[src/rtl/shift_pkg.sv]
package shift_pkg;

    typedef enum logic [1:0] {
        OP_SHL = 2'b00,
        OP_SHR = 2'b01,
        OP_SAR = 2'b10,
        OP_NOP = 2'b11
    } shift_op_e;

    localparam int NUM_FLAGS = 6;
    localparam int FLG_CF    = 0;
    localparam int FLG_PF    = 1;
    localparam int FLG_AF    = 2;
    localparam int FLG_ZF    = 3;
    localparam int FLG_SF    = 4;
    localparam int FLG_OF    = 5;

endpackage

[src/rtl/shift_core.sv]
module shift_core
    import shift_pkg::*;
#(
    parameter int W    = 16,
    parameter int CNTW = 8,
    parameter int USEW = 5
) (
    input  logic [W-1:0]    opnd,
    input  logic [CNTW-1:0] cnt,
    input  shift_op_e       op,
    output logic [W-1:0]    res,
    output logic            cf,
    output logic            of,
    output logic            active
);
    localparam int WIDE = 2 * W;

    logic [USEW-1:0] amt;
    logic [WIDE-1:0] left_ext;
    logic [WIDE-1:0] lrgt_ext;
    logic [WIDE-1:0] argt_ext;

    assign amt = cnt[USEW-1:0];

    // Double-width shifts: the bit that falls out lands next to the result.
    assign left_ext = {{W{1'b0}}, opnd} << amt;
    assign lrgt_ext = {opnd, {W{1'b0}}} >> amt;
    assign argt_ext = WIDE'($signed({opnd, {W{1'b0}}}) >>> amt);

    assign active = (amt != '0) && (op != OP_NOP);

    always_comb begin
        res = opnd;
        cf  = 1'b0;
        of  = 1'b0;
        if (active) begin
            unique case (op)
                OP_SHL: begin
                    res = left_ext[W-1:0];
                    cf  = left_ext[W];
                    of  = left_ext[W] ^ left_ext[W-1];
                end
                OP_SHR: begin
                    res = lrgt_ext[WIDE-1:W];
                    cf  = lrgt_ext[W-1];
                    of  = lrgt_ext[WIDE-1] ^ lrgt_ext[WIDE-2];
                end
                OP_SAR: begin
                    res = argt_ext[WIDE-1:W];
                    cf  = argt_ext[W-1];
                    of  = 1'b0;
                end
                OP_NOP: begin
                    res = opnd;
                end
            endcase
        end
    end

endmodule

[src/rtl/shift_flags.sv]
module shift_flags #(
    parameter int W  = 16,
    parameter int PW = 8
) (
    input  logic [W-1:0] res,
    output logic         zf,
    output logic         sf,
    output logic         pf
);
    assign zf = (res == '0);
    assign sf = res[W-1];
    assign pf = ~(^res[PW-1:0]);
endmodule

[src/rtl/shift_unit.sv]
module shift_unit
    import shift_pkg::*;
#(
    parameter int W    = 16,
    parameter int CNTW = 8,
    parameter int USEW = 5
) (
    input  logic                 clk,
    input  logic                 rst,
    input  logic                 in_valid,
    input  logic [W-1:0]         in_opnd,
    input  logic [CNTW-1:0]      in_cnt,
    input  logic [1:0]           in_op,
    output logic                 out_valid,
    output logic [W-1:0]         out_result,
    output logic                 out_wr_en,
    output logic [NUM_FLAGS-1:0] out_flags,
    output logic [NUM_FLAGS-1:0] out_flag_en
);
    shift_op_e             op_q;
    logic [W-1:0]          nx_res;
    logic                  nx_cf, nx_of, nx_act;
    logic                  nx_zf, nx_sf, nx_pf;
    logic [NUM_FLAGS-1:0]  nx_flags;

    assign op_q = shift_op_e'(in_op);

    shift_core #(.W(W), .CNTW(CNTW), .USEW(USEW)) u_core (
        .opnd   (in_opnd),
        .cnt    (in_cnt),
        .op     (op_q),
        .res    (nx_res),
        .cf     (nx_cf),
        .of     (nx_of),
        .active (nx_act)
    );

    shift_flags #(.W(W), .PW(8)) u_flags (
        .res (nx_res),
        .zf  (nx_zf),
        .sf  (nx_sf),
        .pf  (nx_pf)
    );

    always_comb begin
        nx_flags         = '0;
        nx_flags[FLG_CF] = nx_cf;
        nx_flags[FLG_PF] = nx_pf;
        nx_flags[FLG_AF] = 1'b0;
        nx_flags[FLG_ZF] = nx_zf;
        nx_flags[FLG_SF] = nx_sf;
        nx_flags[FLG_OF] = nx_of;
    end

    always_ff @(posedge clk) begin
        if (rst) begin
            out_valid   <= 1'b0;
            out_result  <= '0;
            out_wr_en   <= 1'b0;
            out_flags   <= '0;
            out_flag_en <= '0;
        end else begin
            out_valid <= in_valid;
            if (in_valid) begin
                out_result  <= nx_res;
                out_wr_en   <= nx_act;
                out_flags   <= nx_flags;
                out_flag_en <= {NUM_FLAGS{nx_act}};
            end
        end
    end


    valid_follow_chk: assert property (@(posedge clk) disable iff (rst)
        out_valid |-> $past(in_valid));


    no_write_no_flags_chk: assert property (@(posedge clk) disable iff (rst)
        (out_valid && !out_wr_en) |-> (out_flag_en == '0));


    no_overflow_chk: assert property (@(posedge clk) disable iff (rst)
        (in_valid && in_op == 2'b10) |=> !out_flags[FLG_OF]);


    left_far_zero_chk: assert property (@(posedge clk) disable iff (rst)
        (in_valid && in_op == 2'b00 && in_cnt[USEW-1:0] > USEW'(W))
        |=> (out_result == '0 && !out_flags[FLG_CF]));


    aux_clear_chk: assert property (@(posedge clk) disable iff (rst)
        out_valid |-> !out_flags[FLG_AF]);

endmodule

[config.mk]
export PLATFORM = sky130hd
export DESIGN_NAME = shift_unit
export DESIGN_NICKNAME = d
export VERILOG_FILES = /design/src/rtl/shift_pkg.sv /design/src/rtl/shift_core.sv /design/src/rtl/shift_flags.sv /design/src/rtl/shift_unit.sv
export SDC_FILE = /design/constraint.sdc
export NUM_CORES = 1
export LEC_CHECK = 0
export BUFFER_PORTS_ARGS = -buffer_cell sky130_fd_sc_hd__clkbuf_2
export CELL_PAD_IN_SITES_DETAIL_PLACEMENT = 0
export CELL_PAD_IN_SITES_GLOBAL_PLACEMENT = 1
export CORE_MARGIN = 5
export CORE_UTILIZATION = 35
export CTS_CLUSTER_SIZE = 12
export DETAILED_ROUTE_END_ITERATION = 7
export HOLD_SLACK_MARGIN = 0.15
export PLACE_DENSITY_LB_ADDON = 0.25
export SYNTH_ARGS = -nofsm -noshare
export SYNTH_HDL_FRONTEND = slang
export SYNTH_SLANG_ARGS = --single-unit
[constraint.sdc]
create_clock -name clk -period 3.81 [get_ports clk]
set_input_delay 0.5715 -clock clk [delete_from_list [all_inputs] [get_ports clk]]
set_output_delay 0.5715 -clock clk [all_outputs]
set_load 0.02 [all_outputs]
# Word level (Yosys, flattened, before mapping)
# Index checks and enable logic that the tools add are counted.
# op_classes
n_eq_ne	4
order_cmp	0
div_mod_pow	0
reduce_logical	5
add_sub_neg	0
shift	3
n_bitwise	3
n_mux	6
mul	0
# op_table
cell	count
$pmux 16 s4	1
$shr 32x5->32	1
$sshr 32x5->32	1
$shl 16x5->17	1
$logic_not 16->1	1
$mux 16	1
$reduce_xor 8->1	1
$reduce_bool 5->1	1
$eq 2x2->1 const B	2
$pmux 1 s3	1
$eq 2x1->1 const B	1
$logic_not 2->1	1
$mux 1	2
$ne 2x2->1 const B	1
$pmux 1 s2	1
$xor 1x1->1	2
$logic_and 1x1->1	1
$not 1->1	1
# totals
ff_bits	24
output_inout_bits	30
mem_bits_rw	0
latchBits	0
rom_bits	0
wordCells	26
in_bits	29
mem_count	0

# Depth between registers and ports, before layout
# Gate-level depths: netlist of the first run.
# depth
ltp_word	5
depth_mapped	16

# By module
# A second synthesis of the first run with hierarchy kept.
# unflattened
cells_unflattened	439
hier_area_um2	3342.0
# modules_own_cells
module	n_inst	area_per_inst_um2	cells_each	seq_area_each_um2
shift_core	1	2306.0	338	0.0
shift_unit	1	885.8	81	460.4
shift_flags	1	150.1	20	0.0

# Worst setup path before layout of the first run
# No wires, ideal clock.
# synth_timing
path_kind	in2reg
startpoint	input port in_cnt[2]
endpoint	register out_flags[3]
setup_ps	87
required_time_ps	3723
t_arrival_ps	3042
path_slack_ps	681
stages	14
cell_sequence	buf_2 buf_2 buf_1 mux4_2 nand2_1 a21oi_1 nor4_1 ha_1 nand4_1 nor2_1 o21ai_0 a311oi_2 o2111ai_1 o31ai_1
# synth_via
elab_chain_cells	4
elab_cells_between_ends	8
classes_between	shift (3); mux (2); reduce/logical (3)
# synth_rtl
item	line	text
from (decl)	shift_unit.sv:12	input logic [CNTW-1:0] in_cnt,
$sshr 32x5->32, or another cell as far along	shift_core.sv:28	assign argt_ext = WIDE'($signed({opnd, {W{1'b0}}}) >>> amt);
$pmux 16 s4 or $logic_and 1x1->1 (tied branches)	shift_core.sv:37, shift_core.sv:30	
$mux 16 *	shift_core.sv:36	if (active) begin
$logic_not 16->1 *	shift_flags.sv:10	assign zf = (res == '0);
to (signal assigned)	shift_unit.sv:67	out_flags <= nx_flags;
to (decl)	shift_unit.sv:17	output logic [NUM_FLAGS-1:0] out_flags,
# Every way passes the cells marked *; elsewhere a longest branch is shown, timed or not.
# A chain may end at the register's enable or synchronous reset.

# Final worst setup path of the first run
# layout_timing
startpoint	input port in_cnt[0]
endpoint	register out_flags[3]
# The elaborated chain is that of the path after synthesis.

==> impl_metrics.csv, run 1 <==
group,metric,value,unit
setup_path,critPathLaunch,"in_cnt[0]",
grt,overflow,0,
synthesis,synthTopCellsByArea,"mux4_2 (13%), dfxtp_1 (12%), mux2i_1 (7.6%), mux4_1 (6.4%), nand2_1 (4.3%)",
die,fp.dieH,112,um
routing,wl_per_cell,21.8,um
setup_path,r2r-start,"out_flags[4]",
cts,postCtsHoldBufs,0,
timing,tns,0,ns
routing,viasPerCell,6.34,
die,die_w,112,um
final_layout,fillCellCount,1097,
setup_path,critPathLaunchType,"input pin",
setup_path,path_delay_family,"compound AO/OA/AOI/OAI gates",
cts,clockBufferDepth,2,
cts,cts_tree,"yes",
timing,period_share,89.3,%
setup_path,crit_chain,"clkbuf_2, buf_12, nor4_4, a21oi_1, buf_4, o32ai_1, o21a_1, ha_1, nand4_1, nor2_1, o21ai_0, a311oi_2, o2111ai_1, o31ai_1",
grt,grt_max_degree,45,
setup_path,ff2ff_setup_slack,3.05,ns
run_status,status,"finished clean",
timing,clock.fmax,294,MHz
synthesis,yosysTopAreaCell,"mux4_2",
setup_path,cp.required,3.99,ns
placement,io_buffers,54,
setup_path,r2r_cells,2,
setup_path,end_kind,"flip-flop",
synthesis,syn-num-nets,483,
die,core-area,0.0103,mm^2
timing,holdWs,0.459,ns
timing,finalMaxSlewViolations,0,
synthesis,synth-edff-count,0,
timing,fin_worst_skew,0,ns
timing,hold_viol,0,
grt,grt_pass1_vias,3720,
setup_path,critical_path_arrival,3.58,ns
setup_path,r2r_end,"out_flags[4]",
cts,clock_latency,0.26,ns
synthesis,ys_ff_latch,22,
min_path,hold_class,"reg -> reg",
routing,routed_wirelength,13500,um
power,combPwrFrac,55.4,%
synthesis,mappedNetlistArea,0.00367,mm^2
power,p_sw_share,41.4,%
synthesis,async_flop_share,0,%
die,start_util,35.7,%
final_layout,drive_above_1_share,28.6,%
grt,antenna_found_initial,0,
run,drv_cap,0,
power,cellPowerDensity,228,mW/mm^2
placement,dpl_cell_area,0.00410,mm^2
routing,drt_iter0_markers,444,
setup_path,crit_slowest_cell,"nor4_4",
power,p_leak,1.66,nW
timing,rsz0062_at_grt,"false",
setup_path,critical_path_class,"in -> reg",
cts,clock-root-buffer,"clkbuf_8",
die,dieArea,0.0126,mm^2
power,power.internal,557,uW
final_layout,num-nets-final,516,
setup_path,cp_max_fo,25,
setup_path,path_buf_inv,3,
synthesis,synth-seq-area-share,12.0,%
final_layout,area_growth_syn_to_layout,13.3,%
cts,clk_pin_slew,0.08,ns
placement,dp_hpwl,10100,um
power,max-vdd-ir-drop,0.000172,V
die,rows,37,
synthesis,yosysWarnings,0,
cts,cts_max_level,1,
cts,post_cts_buffers,0,
cts,cts_resized,0,
routing,drc_errors,0,
setup_path,crit_path_end,"out_flags[3]",
synthesis,synthCells,450,
timing,fin_crit,3.40,ns
routing,vias,3918,
synthesis,synth.top_cell.area_share,12.9,%
synthesis,synth-main-ff-cell,"dfxtp_1",
grt,track_usage,21.0,%
setup_path,max_stage_delay,0.41,ns
cts,cts-buffers-inserted,3,
timing,worst_slew_pin_slew,0.628,ns
grt,grt_pass1_wl,21400,um
power,pwr-share-clk,17.4,%
die,io_pins,59,
routing,first_pass_iters,5,
synthesis,synth_cell_type_count,72,
final_layout,antenna_cells,0,
placement,gp_congestion,0.935,
power,pwr-share-seq,27.1,%
timing,finalSetupViolCount,0,
power,switchingPower,393,uW
timing,slew_headroom,57.9,%
cts,clock_sink_count,22,
final_layout,postLayoutCellArea,0.00416,mm^2
routing,ant_nets,0,
synthesis,synth_area_per_cell,8.16,um^2
setup_path,cp.depth,14,
-- sequential cells by signal, indices dropped and copies added, names as in the netlist --
register,count
out_result,15
out_flag_en,1
out_valid,1
out_flags,5
-- layout make-up --
cell class                 instances  area, um^2  area share (%)
multi-input combinational        354        2850            68.6
timing repair buffer              95         616            14.8
sequential                        22         440            10.6
tap                              136         170            4.09
clock buffer                       4        55.1            1.32
inverter                           7        26.3           0.632
-- power by group through the flow --
| stage | Combinational, mW | Clock (mW) | Sequential [mW] |
|---|---|---|---|
| after floorplan | 0.349 | 0 | 0.284 |
| after global placement | 0.517 | 0 | 0.263 |
| after detailed placement | 0.521 | 0 | 0.264 |
| after CTS | 0.522 | 0.169 | 0.258 |
| after global routing | 0.567 | 0.186 | 0.261 |
| final | 0.526 | 0.166 | 0.258 |
-- worst min path at each step --
stage	end	slack [ns]	depth (start not counted)	from
floorplan	out_flags[3]	0.53	2	out_flags[3]
global placement	out_result[0]	0.45	2	out_result[0]
detailed placement	out_result[0]	0.45	2	out_result[0]
CTS	out_result[0]	0.47	2	out_result[0]
global route	out_result[1]	0.49	2	out_result[1]
finish	out_result[0]	0.46	2	out_result[0]
-- cells by family after synthesis --
family / count (synthesis) / synth area share [%]
flip-flops: 22 / 12.0
adder cells (fa/ha/maj): 4 / 1.36
XOR/XNOR: 6 / 1.43
AND/OR/NAND/NOR: 154 / 20.9
other: 1 / 0.102
AO/OA/AOI/OAI: 126 / 25.4
buffers and inverters: 74 / 10.3
multiplexers: 63 / 28.5
-- metal layers --
metal	vias to the layer above	GRT usage [%]	share of wire (%)
li1	1795	-	-
met4	0	6.49	3.5
met5	-	0	0
met1	1910	29.5	44
met3	31	2.21	5.5
met2	182	34.0	47
-- synth_stat cells (3+ instances only) --
master and n:
mux2i_1 28, xor2_1 3, o2111ai_1 4, nand2_1 42, nor2b_1 5, a31o_2 3
nand4_1 4, a31oi_1 4, o211ai_1 8, a211oi_1 10, o31ai_1 4, mux4_1 9
buf_2 9, inv_1 7, xnor2_1 3, nor4_1 3, clkbuf_1 36, buf_4 13
mux4_2 21, o22ai_1 7, buf_1 6, o21ai_0 12, o32ai_1 3, o211a_1 3
nor3_1 18, or4_1 3, ha_1 4, nor2_1 41, a211o_1 5, nand3_1 7
and2_1 3, mux2_2 5, a311oi_1 6, a21oi_1 25, nand2b_1 10, a2111oi_0 3
nand3b_1 4, dfxtp_1 22
-- metrics by stage --
step / utilization [%] / worst slack [ns] / power (mW) / cells
global route: 40.5 / 0.0830 / 1.02 / 618
finish: 40.5 / 0.406 / 0.949 / 618
CTS: 40.5 / 0.447 / 0.950 / 618
global placement: 39.9 / 0.200 / 0.779 / 614
floorplan: - / 0.681 / 0.633 / 450
detailed placement: 39.9 / 0.192 / 0.784 / 614
-- worst register-to-register path, delay by kind of cell, from the launching register on --
family | cells | cell delay [ns]
compound gates | 1 | 0.25
flops | 1 | 0.37
simple gates | 1 | 0.05
-- cells in the final DEF (no fill, tap or decap), types with 9 or more instances in the layout --
master and n:
buf_4 38, nand2b_1 10, mux2i_1 28, mux4_2 21, a21oi_1 25, dfxtp_1 22, nor2_1 41, nor3_1 18
nand2_1 42, o21ai_0 12, mux4_1 9, a211oi_1 10, clkbuf_2 53
No activity file was read; power rests on OpenSTA's default activity.
==> run 2: changes to the inputs <==
Settings changed: HOLD_SLACK_MARGIN 0.15 to unset, RECOVER_POWER set to 50.
==> impl_metrics.csv, run 2 (synthesis results as in run 1) <==
group,metric,value,unit
final_layout,antenna_cells,0,
power,combPwrFrac,55.2,%
routing,drc_errors,0,
cts,clock_latency,0.26,ns
cts,cts_resized,0,
setup_path,cp_max_fo,25,
setup_path,critical_path_class,"in -> reg",
power,power.internal,552,uW
grt,track_usage,21.0,%
setup_path,cp.required,3.99,ns
timing,finalSetupViolCount,0,
placement,io_buffers,54,
routing,viasPerCell,6.33,
power,p_sw_share,41.6,%
final_layout,regMostFlops,"out_result",
final_layout,fillCellCount,1107,
power,switchingPower,393,uW
timing,tns,0,ns
run,drv_cap,0,
cts,clockBufferDepth,2,
setup_path,crit_chain,"clkbuf_2, buf_12, nor4_4, a21oi_1, buf_4, o32ai_1, o21a_1, ha_1, nand4_1, nor2_1, o21ai_0, a311oi_2, o2111ai_1, o31ai_1",
cts,postCtsHoldBufs,0,
timing,fin_worst_skew,0,ns
grt,antenna_found_initial,0,
cts,cts_max_level,1,
setup_path,critPathLaunchType,"input pin",
timing,period_share,88.6,%
routing,routed_wirelength,13600,um
final_layout,top_regs,"out_result x15, out_flags x5",
final_layout,area_growth_syn_to_layout,12.5,%
run_status,status,"finished clean",
placement,gp_congestion,0.935,
die,core-area,0.0103,mm^2
setup_path,crit_slowest_cell,"nor4_4",
die,fp.dieH,112,um
final_layout,fin_util,40.2,%
setup_path,end_kind,"flip-flop",
setup_path,critical_path_arrival,3.55,ns
min_path,hold_class,"reg -> reg",
power,p_leak,1.58,nW
final_layout,largest_reg_flops,15,
final_layout,drive_above_1_share,23.4,%
final_layout,mostFrequentLayoutCells,"nand2_1 (42), nor2_1 (41), buf_4 (38)",
setup_path,max_stage_delay,0.41,ns
final_layout,final_common_cell,"nand2_1",
routing,wl_met3,791,um
timing,rsz0062_at_grt,"false",
timing,finalMaxSlewViolations,0,
placement,place_inst,614,
final_layout,num-nets-final,516,
grt,grt_pass1_vias,3720,
routing,drt_iter0_markers,407,
power,pwr-share-clk,17.5,%
timing,worst_slew_pin_slew,1.08,ns
setup_path,r2r-start,"out_flags[4]",
timing,clock.fmax,296,MHz
final_layout,instances_no_fill,618,
routing,ant_nets,0,
timing,fin_crit,3.38,ns
timing,slew_headroom,28.1,%
die,rows,37,
routing,first_pass_iters,6,
min_path,hp-start,"out_result[0]",
cts,clk_pin_slew,0.07,ns
die,dieArea,0.0126,mm^2
die,io_pins,59,
grt,grt_pass1_wl,21400,um
setup_path,ff2ff_setup_slack,3.05,ns
cts,post_cts_buffers,0,
grt,grt_max_degree,45,
setup_path,critPathLaunch,"in_cnt[0]",
routing,met2_length,6370,um
die,die_w,112,um
routing,top_layer,"met4",
timing,hold_viol,0,
cts,cts_tree,"yes",
grt,overflow,0,
placement,dp_hpwl,10100,um
power,power,945,uW
power,max-vdd-ir-drop,0.000171,V
routing,wl_per_cell,22.0,um
cts,cts-buffers-inserted,3,
cts,clock-root-buffer,"clkbuf_8",
routing,wl_met1,5940,um
power,cellPowerDensity,229,mW/mm^2
power,pwr-share-seq,27.3,%
die,start_util,35.7,%
cts,clock_sink_count,22,
routing,vias,3915,
==> run 2: cell counts in the layout (fill, tap and decap cells not counted) <==
Identical to the previous run, type by type.
==> run 2: power groups by stage <==
stage	Combinational, mW	Clock [mW]	Sequential [mW]
2_1_floorplan	0.349	0	0.284
3_3_place_gp	0.517	0	0.263
3_5_place_dp	0.521	0	0.264
4_1_cts	0.522	0.169	0.258
5_1_grt	0.563	0.186	0.261
6_report	0.522	0.165	0.258
==> run 2: stage by stage <==
stage,area (um^2),worst slack (ns),hold slack [ns]
3_5_place_dp,4100,0.192,0.449
4_1_cts,4160,0.447,0.466
6_report,4130,0.434,0.458
5_1_grt,4130,0.0830,0.487
2_1_floorplan,3670,0.681,0.530
3_3_place_gp,4100,0.200,0.448
==> run 2: routing by layer <==
layer	vias up	global-route usage, %
met5	-	0
met4	0	6.49
met3	31	2.21
met2	190	34.0
met1	1897	29.5
li1	1797	-
==> run 2: cell type report <==
cell class / count / area (um^2) / area share, %
clock buffers: 4 / 55.1 / 1.33
inverters: 7 / 26.3 / 0.637
multi-input cells: 354 / 2850 / 69.1
flip-flops and latches: 22 / 440 / 10.7
well taps: 136 / 170 / 4.12
repair buffers: 95 / 584 / 14.2
==> run 2: path summary, 6_finish.rpt <==
check | endpoint | depth (start not counted)
worst max-delay path | out_flags[3] | 14
worst min-delay path | out_result[0] | 2
worst max register to register | out_flags[4] | 2
worst min register to register | out_result[0] | 2
==> run 2: critical path, delay by kind of cell <==
kind / cells / cell delay [ns]
compound gates: 7 / 1.43
buf+inv: 3 / 0.76
simple gates: 3 / 0.58
fa+ha+maj: 1 / 0.19
==> run 3: changes to the inputs <==
Clock period 3.81 ns to 2.7 ns, I/O delays scaled along.
==> impl_metrics.csv, run 3 (synthesis results as in run 1) <==
group,metric,value,unit
setup_path,path_delay_family,"compound AO/OA/AOI/OAI gates",
timing,finalMaxSlewViolations,0,
placement,dpl_cell_area,0.00499,mm^2
grt,grt_pass1_vias,4408,
routing,wl_per_cell,21.4,um
final_layout,largest_reg_flops,15,
setup_path,path_buf_inv,1,
timing,fin_crit,2.69,ns
timing,worst_slew_pin_slew,0.559,ns
cts,clock_sink_count,22,
timing,hold_viol,0,
cts,clock-root-buffer,"clkbuf_8",
grt,grt_pass1_wl,25400,um
setup_path,end_kind,"flip-flop",
final_layout,instances_no_fill,747,
die,core-area,0.0103,mm^2
cts,clockBufferDepth,2,
grt,grt_max_degree,28,
cts,cts_tree,"yes",
final_layout,antenna_cells,0,
final_layout,regMostFlops,"out_result",
placement,place_inst,730,
cts,clock_latency,0.26,ns
power,p_leak,2.26,nW
routing,ant_nets,0,
timing,slew_headroom,61.8,%
routing,viasPerCell,6.03,
routing,vias,4507,
timing,finalSetupViolCount,0,
die,rows,37,
timing,layout_setup_ws,0.00642,ns
placement,post-place-ws,-0.576,ns
setup_path,critical_path_arrival,2.87,ns
setup_path,critical_path_class,"in -> reg",
power,max-vdd-ir-drop,0.000232,V
die,fp.dieH,112,um
die,die_w,112,um
placement,gp_congestion,0.937,
min_path,hold_class,"reg -> reg",
grt,antenna_found_initial,0,
final_layout,fin_util,52.3,%
final_layout,mostFrequentLayoutCells,"buf_4 (157), nand2_1 (41), nor2_1 (40)",
die,start_util,35.7,%
run,drv_cap,0,
setup_path,cp.required,2.88,ns
cts,clk_pin_slew,0.08,ns
routing,drt_iter0_markers,386,
routing,drc_errors,0,
die,dieArea,0.0126,mm^2
setup_path,max_stage_delay,0.56,ns
setup_path,ff2ff_setup_slack,1.90,ns
setup_path,crit_chain,"buf_12, mux4_1, mux2i_2, a221oi_2, a2111oi_2, a211o_1, ha_2, nand4_1, nor2_1, o21ai_1, a311oi_2, o2111ai_1, o31ai_1",
placement,io_buffers,54,
cts,postCtsHoldBufs,0,
setup_path,cp_max_fo,7,
setup_path,r2r-start,"out_result[11]",
placement,dp_hpwl,12600,um
power,cellPowerDensity,299,mW/mm^2
grt,track_usage,24.8,%
final_layout,top_regs,"out_result x15, out_flags x5",
final_layout,fillCellCount,1008,
timing,fin_worst_skew,0,ns
final_layout,drive_above_1_share,44.7,%
final_layout,final_common_cell,"buf_4",
cts,cts_max_level,1,
final_layout,area_growth_syn_to_layout,46.5,%
final_layout,num-nets-final,645,
grt,overflow,0,
timing,period_share,99.8,%
setup_path,critPathLaunchType,"input pin",
min_path,hp-start,"out_result[7]",
cts,cts-buffers-inserted,3,
setup_path,critPathLaunch,"in_cnt[1]",
routing,routed_wirelength,16000,um
final_layout,postLayoutCellArea,0.00538,mm^2
timing,rsz0062_at_grt,"true",
die,io_pins,59,
run_status,status,"finished clean",
timing,holdWs,0.459,ns
setup_path,crit_slowest_cell,"mux4_1",
timing,clock.fmax,371,MHz
routing,first_pass_iters,5,
[run 3: what timing repair did]
action,CTS,global route
endpoints found under the setup margin,2,2
buffers inserted,10,3
resized for setup,40,17
pin swaps,10,12
cloned,1,0
[run 3: worst paths after layout]
| path | to | cells after the start |
|---|---|---|
| worst max-delay path | out_flags[3] | 13 |
| worst max register to register | out_result[11] | 2 |
| worst min register to register | out_result[7] | 2 |
| worst min-delay path | out_result[7] | 2 |
[run 3: layout make-up]
cell class              instances  area (um^2)  share of cell area (%)
multi-input cells             354         3010                    55.9
flip-flops and latches         22          440                    8.19
well taps                     136          170                    3.16
repair buffers                224         1670                    31.1
inverters                       7         32.5                   0.605
clock buffers                   4         55.1                    1.02
[run 3: per-layer routing]
layer	GRT usage, %	wire [um]	vias to the layer above
li1	-	-	2057
met1	33.9	6570	2138
met2	39.5	7430	255
met3	4.42	1320	57
met4	8.81	654	0
met5	0	0	-
[run 3: stage by stage]
stage | TNS [ns] | total power [mW]
floorplan | -0.0597 | 0.900
global placement | -1.00 | 1.27
finish | 0 | 1.61
global route | -0.226 | 1.70
detailed placement | -1.07 | 1.27
CTS | -0.0170 | 1.58
[run 3: worst reg2reg max path: cells and delay by family (launching register included)]
family / cells / cell delay (ns)
flops: 1 / 0.36
compound gates: 1 / 0.28
simple gates: 1 / 0.05
[run 3: power by group]
| part | internal, mW | switching (mW) |
|---|---|---|
| Combinational | 0.488 | 0.514 |
| Clock | 0.130 | 0.111 |
| Sequential | 0.350 | 0.0143 |
